## config.mk

```make
export PLATFORM = sky130hd
export DESIGN_NAME = rxr_ring_mgr
export DESIGN_NICKNAME = d
export VERILOG_FILES = /design/src/rtl/rxr_pkg.sv /design/src/rtl/rxr_page_step.sv /design/src/rtl/rxr_sat_counter.sv /design/src/rtl/rxr_ring_mgr.sv
export SDC_FILE = /design/constraint.sdc
export NUM_CORES = 1
export LEC_CHECK = 0
export ABC_AREA = 1
export BUFFER_PORTS_ARGS = -buffer_cell sky130_fd_sc_hd__buf_2
export CAP_MARGIN = 20
export CORE_ASPECT_RATIO = 0.7
export CORE_UTILIZATION = 54
export CTS_CLUSTER_SIZE = 28
export DETAILED_ROUTE_END_ITERATION = 7
export PLACE_DENSITY_LB_ADDON = 0.2
export SLEW_MARGIN = 20
export SYNTH_ARGS = -nofsm -noshare
export SYNTH_HDL_FRONTEND = slang
export SYNTH_SLANG_ARGS = --single-unit
```

## constraint.sdc

```tcl
create_clock -name clk -period 5.9 [get_ports clk]
set_input_delay 0.295 -clock clk [delete_from_list [all_inputs] [get_ports clk]]
set_output_delay 0.295 -clock clk [all_outputs]
set_load 0.01 [all_outputs]
```

## src/rtl/rxr_pkg.sv

```systemverilog
package rxr_pkg;
    localparam int OFF_W     = 8;
    localparam int HDR_BYTES = 4;

    typedef enum logic [1:0] {
        ST_IDLE = 2'd0,
        ST_RECV = 2'd1,
        ST_DROP = 2'd2,
        ST_HDR  = 2'd3
    } rxr_state_e;

    localparam int SB_OK  = 0;
    localparam int SB_CRC = 1;
    localparam int SB_ALN = 2;
    localparam int SB_FO  = 3;
    localparam int SB_MPA = 4;
    localparam int SB_GRP = 5;
    localparam int SB_DIS = 6;
endpackage

```

## src/rtl/rxr_page_step.sv

```systemverilog
module rxr_page_step #(
    parameter int PAGE_W = 8
) (
    input  logic [PAGE_W-1:0] page,
    input  logic [PAGE_W-1:0] start_page,
    input  logic [PAGE_W-1:0] stop_page,
    output logic [PAGE_W-1:0] next_page
);
    logic [PAGE_W-1:0] inc;

    assign inc       = page + {{(PAGE_W-1){1'b0}}, 1'b1};
    assign next_page = (inc == stop_page) ? start_page : inc;
endmodule

```

## src/rtl/rxr_sat_counter.sv

```systemverilog
module rxr_sat_counter #(
    parameter int W = 8
) (
    input  logic         clk,
    input  logic         rst_n,
    input  logic         inc,
    output logic [W-1:0] count
);
    localparam logic [W-1:0] TOP = '1;

    logic [W-1:0] cnt_d, cnt_q;

    always_comb begin
        cnt_d = cnt_q;
        if (inc && cnt_q != TOP) cnt_d = cnt_q + {{(W-1){1'b0}}, 1'b1};
    end

    always_ff @(posedge clk or negedge rst_n) begin
        if (!rst_n) cnt_q <= '0;
        else        cnt_q <= cnt_d;
    end

    assign count = cnt_q;
endmodule

```

## src/rtl/rxr_ring_mgr.sv

```systemverilog
module rxr_ring_mgr
    import rxr_pkg::*;
#(
    parameter int PAGE_W = 8,
    parameter int LEN_W  = 16,
    parameter int CNT_W  = 8
) (
    input  logic                     clk,
    input  logic                     rst_n,
    input  logic                     ring_en,
    input  logic [PAGE_W-1:0]        cfg_start_page,
    input  logic [PAGE_W-1:0]        cfg_stop_page,
    input  logic [PAGE_W-1:0]        host_bnd_page,
    input  logic                     cfg_monitor,
    input  logic                     in_valid,
    input  logic [7:0]               in_data,
    input  logic                     in_last,
    input  logic                     in_crc_err,
    input  logic                     in_align_err,
    input  logic                     in_group,
    input  logic                     in_overrun,
    output logic                     in_ready,
    output logic                     mem_we,
    output logic [PAGE_W+OFF_W-1:0]  mem_addr,
    output logic [7:0]               mem_wdata,
    output logic [PAGE_W-1:0]        cur_page,
    output logic                     evt_valid,
    output logic [7:0]               evt_status,
    output logic                     evt_overwrite,
    output logic [CNT_W-1:0]         miss_count
);
    localparam int AW = PAGE_W + OFF_W;
    localparam logic [LEN_W-1:0] LEN_ONE = LEN_W'(1);
    localparam logic [LEN_W-1:0] LEN_HDR = LEN_W'(HDR_BYTES);
    localparam logic [OFF_W-1:0] OFF_PAY = OFF_W'(HDR_BYTES);
    localparam logic [OFF_W-1:0] OFF_END = '1;

    typedef struct packed {
        rxr_state_e        st;
        logic [PAGE_W-1:0] cur;
        logic [PAGE_W-1:0] wp;
        logic [PAGE_W-1:0] nxt;
        logic [OFF_W-1:0]  off;
        logic [LEN_W-1:0]  len;
        logic [7:0]        fl;
        logic              ovw;
        logic [1:0]        hidx;
        logic              we;
        logic [AW-1:0]     addr;
        logic [7:0]        wdata;
        logic              ev;
        logic [7:0]        evst;
        logic              evovw;
    } regs_t;

    regs_t q, d;

    logic              first, accept, miss_inc;
    logic [PAGE_W-1:0] wp_base, wp_step;
    logic [15:0]       hdr_cnt;

    assign first   = (q.st == ST_IDLE);
    assign accept  = in_valid && ring_en && (q.st != ST_HDR);
    assign wp_base = first ? q.cur : q.wp;
    assign hdr_cnt = 16'(q.len);

    rxr_page_step #(.PAGE_W(PAGE_W)) u_step (
        .page       (wp_base),
        .start_page (cfg_start_page),
        .stop_page  (cfg_stop_page),
        .next_page  (wp_step)
    );

    rxr_sat_counter #(.W(CNT_W)) u_miss (
        .clk   (clk),
        .rst_n (rst_n),
        .inc   (miss_inc),
        .count (miss_count)
    );

    always_comb begin
        logic [7:0]        fl;
        logic [PAGE_W-1:0] wp;
        logic [OFF_W-1:0]  off;
        logic [LEN_W-1:0]  len;
        logic              drop, ovw;

        d        = q;
        d.we     = 1'b0;
        d.ev     = 1'b0;
        d.evovw  = 1'b0;
        miss_inc = 1'b0;
        fl       = first ? 8'h00 : q.fl;
        wp       = wp_base;
        off      = first ? OFF_PAY : q.off;
        len      = first ? '0 : q.len;
        drop     = first ? 1'b0 : (q.st == ST_DROP);
        ovw      = first ? 1'b0 : q.ovw;

        if (!ring_en) begin
            d.st  = ST_IDLE;
            d.cur = cfg_start_page;
        end else if (q.st == ST_HDR) begin
            d.we   = 1'b1;
            d.addr = {q.cur, 6'd0, q.hidx};
            case (q.hidx)
                2'd0:    d.wdata = q.fl;
                2'd1:    d.wdata = 8'(q.nxt);
                2'd2:    d.wdata = hdr_cnt[7:0];
                default: d.wdata = hdr_cnt[15:8];
            endcase
            d.hidx = q.hidx + 2'd1;
            if (q.hidx == 2'd3) begin
                d.cur  = q.nxt;
                d.st   = ST_IDLE;
                d.ev   = 1'b1;
                d.evst = q.fl;
            end
        end else if (accept) begin
            if (first) begin
                if (cfg_monitor) begin
                    fl[SB_DIS] = 1'b1;
                    fl[SB_MPA] = 1'b1;
                    drop       = 1'b1;
                end else if (q.cur == host_bnd_page) begin
                    fl[SB_MPA] = 1'b1;
                    ovw        = 1'b1;
                    drop       = 1'b1;
                end
            end
            len = len + LEN_ONE;
            if (!drop && in_overrun) begin
                fl[SB_FO] = 1'b1;
                drop      = 1'b1;
            end
            if (!drop) begin
                d.we    = 1'b1;
                d.addr  = {wp, off};
                d.wdata = in_data;
                if (in_last || off == OFF_END) begin
                    if (wp_step == host_bnd_page) begin
                        fl[SB_MPA] = 1'b1;
                        ovw        = 1'b1;
                        drop       = 1'b1;
                    end else if (!in_last) begin
                        wp = wp_step;
                    end
                end
                off = off + 1'b1;
            end
            if (in_last) begin
                fl[SB_CRC] = fl[SB_CRC] | in_crc_err;
                fl[SB_ALN] = fl[SB_ALN] | in_align_err;
                fl[SB_GRP] = fl[SB_GRP] | in_group;
                if (drop) begin
                    d.st     = ST_IDLE;
                    d.ev     = 1'b1;
                    d.evst   = fl;
                    d.evovw  = ovw;
                    miss_inc = fl[SB_MPA];
                end else begin
                    fl[SB_OK] = !(in_crc_err || in_align_err);
                    d.st      = ST_HDR;
                    d.hidx    = 2'd0;
                    d.nxt     = wp_step;
                    d.len     = len + LEN_HDR;
                    d.fl      = fl;
                end
            end else begin
                d.st  = drop ? ST_DROP : ST_RECV;
                d.fl  = fl;
                d.ovw = ovw;
                d.wp  = wp;
                d.off = off;
                d.len = len;
            end
        end
    end

    always_ff @(posedge clk or negedge rst_n) begin
        if (!rst_n) q <= '0;
        else        q <= d;
    end

    assign in_ready      = ring_en && (q.st != ST_HDR);
    assign mem_we        = q.we;
    assign mem_addr      = q.addr;
    assign mem_wdata     = q.wdata;
    assign cur_page      = q.cur;
    assign evt_valid     = q.ev;
    assign evt_status    = q.evst;
    assign evt_overwrite = q.evovw;
endmodule

```

==> summary.md, run 1 <==
| Metric | Value |
|---|---|
| Worst Path Required | 6.16 ns |
| Largest net degree at the start of global routing | 63 |
| WL per Instance | around 16 um |
| Slew Limit Headroom | 33.5% |
| DRT Wirelength | 19.4 mm |
| TritonCTS Sinks | 104 |
| Worst hold path cell count | 3 |
| Largest buffer count on any clock path | 2 |
| Core box area | ~0.013 mm^2 |
| CP most frequent cell | nand2_1 |
| Power share of the sequential group | 40.9% |
| Vias in the first global route | ~5700 |
| P_leak | about 3.7 nW |
| Area of the multi-input gates | 0.00354 mm^2 |
| Register-to-Register Path Depth | 25 |
| Clock-pin slew on the worst setup and hold paths | 0.07 ns |
| Antenna-violating nets left | 0 |
| # fillers | between 1000 and 1500 |
| Met2 GRT Util | between 30 and 40% |
| Final cycle utilization of the critical path | 85.9% |
| Crit end category | register |
| Slowest stage delay, CP | 0.80 ns |
| Diode count | 0 |
| HP Class | in2reg |
| Clock latency on the worst-skew pair | between 0.3 and 0.4 ns |
| Sequential cell area | 0.00260 mm^2 |
| Hold WS | just over 0.2 ns |
| M3 GR Usage | 8.58% |
| Post-synth EDFFs | 0 |
| Mapped cell area | 0.00703 mm^2 |
| RSZ-0062 raised after global routing | no |
| Max Slew Vio Count | 0 |
| Failing checks | DRC |
| NetSw | 0.000920 W |
| Maximum ir drop on the vdd rail | 0.175 mV |
| Die Y | 97.4 um |
| Tot Pwr | ~0.0024 W |
| Part of the Yosys area used for sequential elements | 37.0% |
| Pint | 0.00152 W |
| Post_cts resized | 0 |
| GRT overflow | 0 |
| Worst Path Arrival | 5.33 ns |
| Slowest-stage cell, CP | nor2_4 |
| Status | finished, violations left |
| Die area | ~0.013 mm^2 |
| Post-route minimum period | around 5 ns |
| Row cnt | 34 |
| Initial antenna violation count | 0 |
| Port bufs | slightly above 90 |
| Syn-to-layout area delta | 8.71% |
| Global Route met1 Usage | 46.7% |
| Flops & latches, synth | 104 |
| Post-CTS setup buffer count | 0 |
| Drc violations | 16 |
| CP Max Fanout | 43 |
| Final Skew | 0.00620 ns |
| Worst-margin pin slew | between 0.9 and 1 ns |
| Final Wtd Congestion | 0.984 |
| Mapped Cells | 995 |
| Drt pass-1 iters | 7 |
| Area share of and/or/nand/nor cells after synthesis | 32.3% |
| Mux share of post-synthesis cell area | 0% |
| Comb power frac | 31.9% |
| Detailed placement HPWL | about 14 mm |
| Layout cell share with drive strength beyond 1 | about 15% |
| Initial drt markers | 726 |
| Adder-cell share of the synthesized area | 2.31% |
| CTS tree | built |
| Switching share of power | between 30 and 40% |
| Post-CTS Hold Buffers | 1 |
| Initial Util | 56.0% |
| Crit Path Class | reg2reg |
| H-tree level count | 3 |
| GRT Total Usage | just under 30% |
| Final hold vios | 0 |
| Global-route wire length before repair | 30.8 mm |
| Finish-stage setup viols | 0 |
| Syn avg cell area | between 7 and 8 um^2 |
| Nets@finish | 1091 |
| Main synth FF type | dfrtp_1 |
| CTS root buffer | clkbuf_16 |
| I/O Pins | 94 |
| Vias per std cell | 5.52 |
| Count of maximum capacitance violations | 0 |
| Most Used Layer, Global Route | met1 |
| Async S/R FF share, synth | 100% |
| Post-Syn Nets | 1050 |
| Startpoint Class | register |
| Cell Pwr Density | 319 mW/mm^2 |
| Synth cell types | 42 |
| Num CTS Buffers | 9 |
| Fmax | 197 MHz |
| Post-Synth XOR/XNOR Area | 2.87% |
| Ys Warns | 0 |
| Main combinational cell family by area after synthesis | simple AND/OR/NAND/NOR gates |
| Clock power frac | 27.2% |
| Die Wd | approximately 140 um |
| Setup_tns | 0 ns |
| Final core utilization | 60.9% |
| Vias | 6645 |
| Post-synthesis compound-gate area fraction | between 10% and 20% |
routing by layer:
metal	routed length [um]	vias up
met5	0	-
met4	161	0
met3	2180	17
met2	7330	315
met1	9700	3049
li1	-	3264
critical path, delay by kind of cell, from the launching register on:
kind            cells  cell delay (ns)
fa+ha+maj           2             0.41
simple gates       21             3.45
buf+inv             1             0.44
compound gates      1             0.20
flops               1             0.46
through the flow:
stage	worst slack (ns)	instances	cell area, um^2
floorplan	2.19	995	7030
global placement	1.07	1186	7300
detailed placement	0.978	1186	7300
CTS	0.910	1203	7640
global route	0.320	1203	7640
finish	0.833	1203	7640
registers in the layout, summed over array words and instances, names as in the netlist:
register and cells:
cur_page 8, evt_overwrite 1, evt_status 8, mem_we 1
hdr_cnt 16, q 37, mem_addr 16, mem_wdata 8
u_miss.count 8, evt_valid 1
cell families after synthesis:
group / Yosys count
buffers and inverters: 188
XOR/XNOR: 23
adder cells (fa/ha/maj): 13
AND/OR/NAND/NOR: 516
flip-flops: 104
AO/OA/AOI/OAI: 151
cell usage in the layout (no fill, tap or decap), drive strengths merged, types with 2 or more instances in the layout:
cell type	instances
nor2	105
clkbuf	12
nand2	326
o31ai	2
dfrtp	104
ha	13
nor3	8
o211ai	3
buf	98
nand4	22
xor2	13
a21oi	15
inv	114
clkinv	6
o221ai	8
o21bai	3
a31oi	25
xnor2	10
bufinv	2
nand3b	3
o22ai	22
nor4	3
o21ai	68
nand3	48
path summary, 6_finish.rpt:
check,start,end,slack (ns)
min reg2reg,evt_status[4]$_DFFE_PN0P_,evt_status[4]$_DFFE_PN0P_,0.48
max,q[95]$_DFFE_PN0P_,q[41]$_DFFE_PN0P_,0.83
min in group asynchronous,rst_n,mem_wdata[1]$_DFFE_PN0P_,0.47
min,in_data[1],mem_wdata[1]$_DFFE_PN0P_,0.21
max in group asynchronous,rst_n,q[37]$_DFFE_PN0P_,4.23
max reg2reg,q[95]$_DFFE_PN0P_,q[41]$_DFFE_PN0P_,0.83
cell type report:
class / instances / area share [%]
Clock buffer: 12 / 3.36
Clock inverter: 4 / 0.999
Inverter: 119 / 5.85
Multi-Input combinational cell: 703 / 46.3
Sequential cell: 104 / 34.1
Tap cell: 162 / 2.65
Timing Repair Buffer: 99 / 6.75
synth_stat cells (4+ instances only):
master	instances	area share, %
inv_1	113	6.0
dfrtp_1	104	37
xor2_1	13	1.6
nand3_4	4	1.0
xnor2_1	10	1.2
ha_1	13	2.3
nor2_4	6	0.96
nand2_2	21	1.9
o21ai_0	59	4.2
buf_4	40	4.3
clkinv_1	5	0.27
buf_6	4	0.64
o21ai_1	6	0.43
o22ai_1	22	2.0
clkbuf_1	19	1.0
nor3_1	8	0.57
nor2_1	97	5.2
nand3_1	42	3.0
a21oi_1	14	1.0
nand4_1	22	2.0
a31oi_1	25	2.2
nand2_1	302	16
o221ai_1	8	1.0
power by group through the flow:
stage / sequential (W) / clock (W) / combinational (W)
after global routing: 0.00101 / 0.000701 / 0.000867
after CTS: 0.000990 / 0.000675 / 0.000766
final: 0.000998 / 0.000664 / 0.000778
after global placement: 0.00100 / 0 / 0.000749
after floorplan: 0.000959 / 0 / 0.000618
after detailed placement: 0.00100 / 0 / 0.000758
(Power assumes the default switching activity.)
==> run 2: changes to the inputs <==
REMOVE_ABC_BUFFERS = 1   (was unset)
==> run 2 against run 1 <==
The run still ends with DRC left. Clock power shrank 15%. Clock-buffer cell count stayed put. Cell count is 0.25% higher. Die area stayed put. Total power fell by 5.1%. Via count about the same. Maximum frequency up 3.9%. Clock skew is 0.0035 ns higher.
==> summary.md, run 2 (synthesis results as in run 1) <==
| Metric | Value |
|---|---|
| Post-CTS Hold Buffers | 1 |
| H-tree level count | 3 |
| Final core utilization | 60.7% |
| Non-Filler Instances | 1206 |
| Vias | about 6600 |
| CTS root buffer | clkbuf_16 |
| Vias per std cell | 5.51 |
| Fmax | 205 MHz |
| Register-to-Register Path Depth | 27 |
| TritonCTS Sinks | about 100 |
| Largest buffer count on any clock path | 2 |
| Final Skew | about 0.0097 ns |
| Port bufs | between 90 and 100 |
| Nets@finish | 1094 |
| Max Slew Vio Count | 0 |
| Worst-margin pin slew | 0.992 ns |
| Global-route wire length before repair | about 31 mm |
| Count of maximum capacitance violations | 0 |
| Failing checks | DRC |
| Final instance area | 0.00762 mm^2 |
| Cell Pwr Density | 304 mW/mm^2 |
| Worst reg2reg setup slack | between 1 and 1.5 ns |
| Syn-to-layout area delta | 8.48% |
| RSZ-0062 raised after global routing | no |
| Post-CTS setup buffer count | 0 |
| CTS tree | built |
| Drt pass-1 iters | 7 |
| Critical R2R Launch | q[95]$_DFFE_PN0P_ |
| Post-route minimum period | 4.88 ns |
| Placed instance count | 1188 |
| Initial drt markers | 716 |
| Largest net degree at the start of global routing | between 70 and 80 |
| Finish-stage setup viols | 0 |
| Final hold vios | 0 |
| P_leak | between 3 and 4 nW |
| Worst hold path cell count | 3 |
| Die area | about 0.013 mm^2 |
| Die Y | 97.4 um |
| Initial Util | 56.0% |
| GRT overflow | 0 |
| Commonest non-fill, non-tap cell in the layout | nand2_1 |
| WL per Instance | between 15 and 20 um |
| Crit end category | register |
| Clock latency on the worst-skew pair | 0.35 ns |
| Hold WS | approximately 0.2 ns |
| I/O Pins | 94 |
| Startpoint Class | register |
| Drc violations | 16 |
| Crit Path Class | reg2reg |
| Num CTS Buffers | 9 |
| Maximum ir drop on the vdd rail | between 0.15 and 0.2 mV |
| Clock-pin slew on the worst setup and hold paths | 0.07 ns |
| Diode count | 0 |
| Largest register by flop count | q |
| Core box area | around 0.013 mm^2 |
| Post_cts resized | 0 |
| HP Class | in2reg |
| Worst Path Required | 6.09 ns |
| Row cnt | 34 |
| Setup_tns | 0 ns |
| Layout cell share with drive strength beyond 1 | approximately 15% |
| Detailed placement HPWL | around 14 mm |
| Most frequent cells in the layout | 302 x nand2_1, 113 x inv_1, 104 x dfrtp_1 |
| Antenna-violating nets left | 0 |
| Reg2reg end | q[41]$_DFFE_PN0P_ |
| Worst Path Arrival | 5.07 ns |
| Vias in the first global route | 6050 |
| Hold EP | mem_wdata[0]$_DFFE_PN0P_ |
| Final Wtd Congestion | 0.935 |
| Hold_sp | in_data[0] |
| Placement Cell Area | 0.00732 mm^2 |
| Status | finished, violations left |
| Max FFs per register | 37 |
| CP Max Fanout | 22 |
| Slew Limit Headroom | 33.9% |
| Final cycle utilization of the critical path | 82.7% |
| Initial antenna violation count | 0 |
| GRT Total Usage | 29.8% |
| Die Wd | 138 um |
| DRT Wirelength | about 19 mm |
==> run 2: power breakdown <==
group / switching, W / internal [W] / total [W]
Sequential: 0.000123 / 0.000860 / 0.000983
Clock: 0.000274 / 0.000289 / 0.000563
Combinational: 0.000503 / 0.000268 / 0.000771
Total: 0.000900 / 0.00142 / 0.00232
==> run 2: routing by layer <==
metal	up-vias	global-route usage, %	part of all wire (%)
met5	-	0	0
met4	0	6.05	1.3
li1	3267	-	-
met2	285	41.4	39
met1	3064	46.7	51
met3	24	6.36	9.0
==> run 2: area by class of cell <==
cell class                      instances  area, um^2
Sequential cell                       104        2600
Fill cell                            1203        4930
Timing Repair Buffer                  102         558
Multi-Input combinational cell        703        3550
Clock inverter                          4        30.0
Clock buffer                           12         236
Tap cell                              162         203
Inverter                              119         447
==> run 2: worst max-delay path by stage <==
stage                            from                 to  cells after the start  slack, ns
finish              q[95]$_DFFE_PN0P_  q[41]$_DFFE_PN0P_                     27       1.02
global route        q[95]$_DFFE_PN0P_  q[41]$_DFFE_PN0P_                     27       0.59
CTS                 q[95]$_DFFE_PN0P_  q[41]$_DFFE_PN0P_                     27       1.15
detailed placement  q[95]$_DFFE_PN0P_  q[41]$_DFFE_PN0P_                     27       1.15
global placement    q[95]$_DFFE_PN0P_  q[41]$_DFFE_PN0P_                     26       1.37
floorplan           q[95]$_DFFE_PN0P_  q[41]$_DFFE_PN0P_                     25       0.98
==> run 2: stage by stage <==
| stage | power, W | worst slack, ns |
|---|---|---|
| 4_1_cts | 0.00231 | 1.15 |
| 3_3_place_gp | 0.00174 | 1.37 |
| 5_1_grt | 0.00247 | 0.593 |
| 6_report | 0.00232 | 1.02 |
| 2_1_floorplan | 0.00146 | 0.980 |
| 3_5_place_dp | 0.00175 | 1.15 |
==> run 2: critical path, cell delays in order, from the launching register on <==
cell,delay [ns]
dfrtp_1,0.46
nor2_4,0.34
nand2_1,0.16
nand2_4,0.17
ha_1,0.22
nand3_1,0.15
nor2_2,0.20
nand3_1,0.12
nand2_1,0.11
nand2_1,0.06
nand2_1,0.12
nand3_4,0.15
nor2_4,0.32
inv_1,0.08
nand2_1,0.08
nand2_1,0.09
nand2_1,0.08
nand2_1,0.05
nand2_1,0.11
nor2_4,0.06
nand3_4,0.09
nand2_4,0.10
ha_1,0.22
nor2_1,0.10
buf_4,0.26
inv_1,0.32
nor2_1,0.35
o22ai_1,0.12
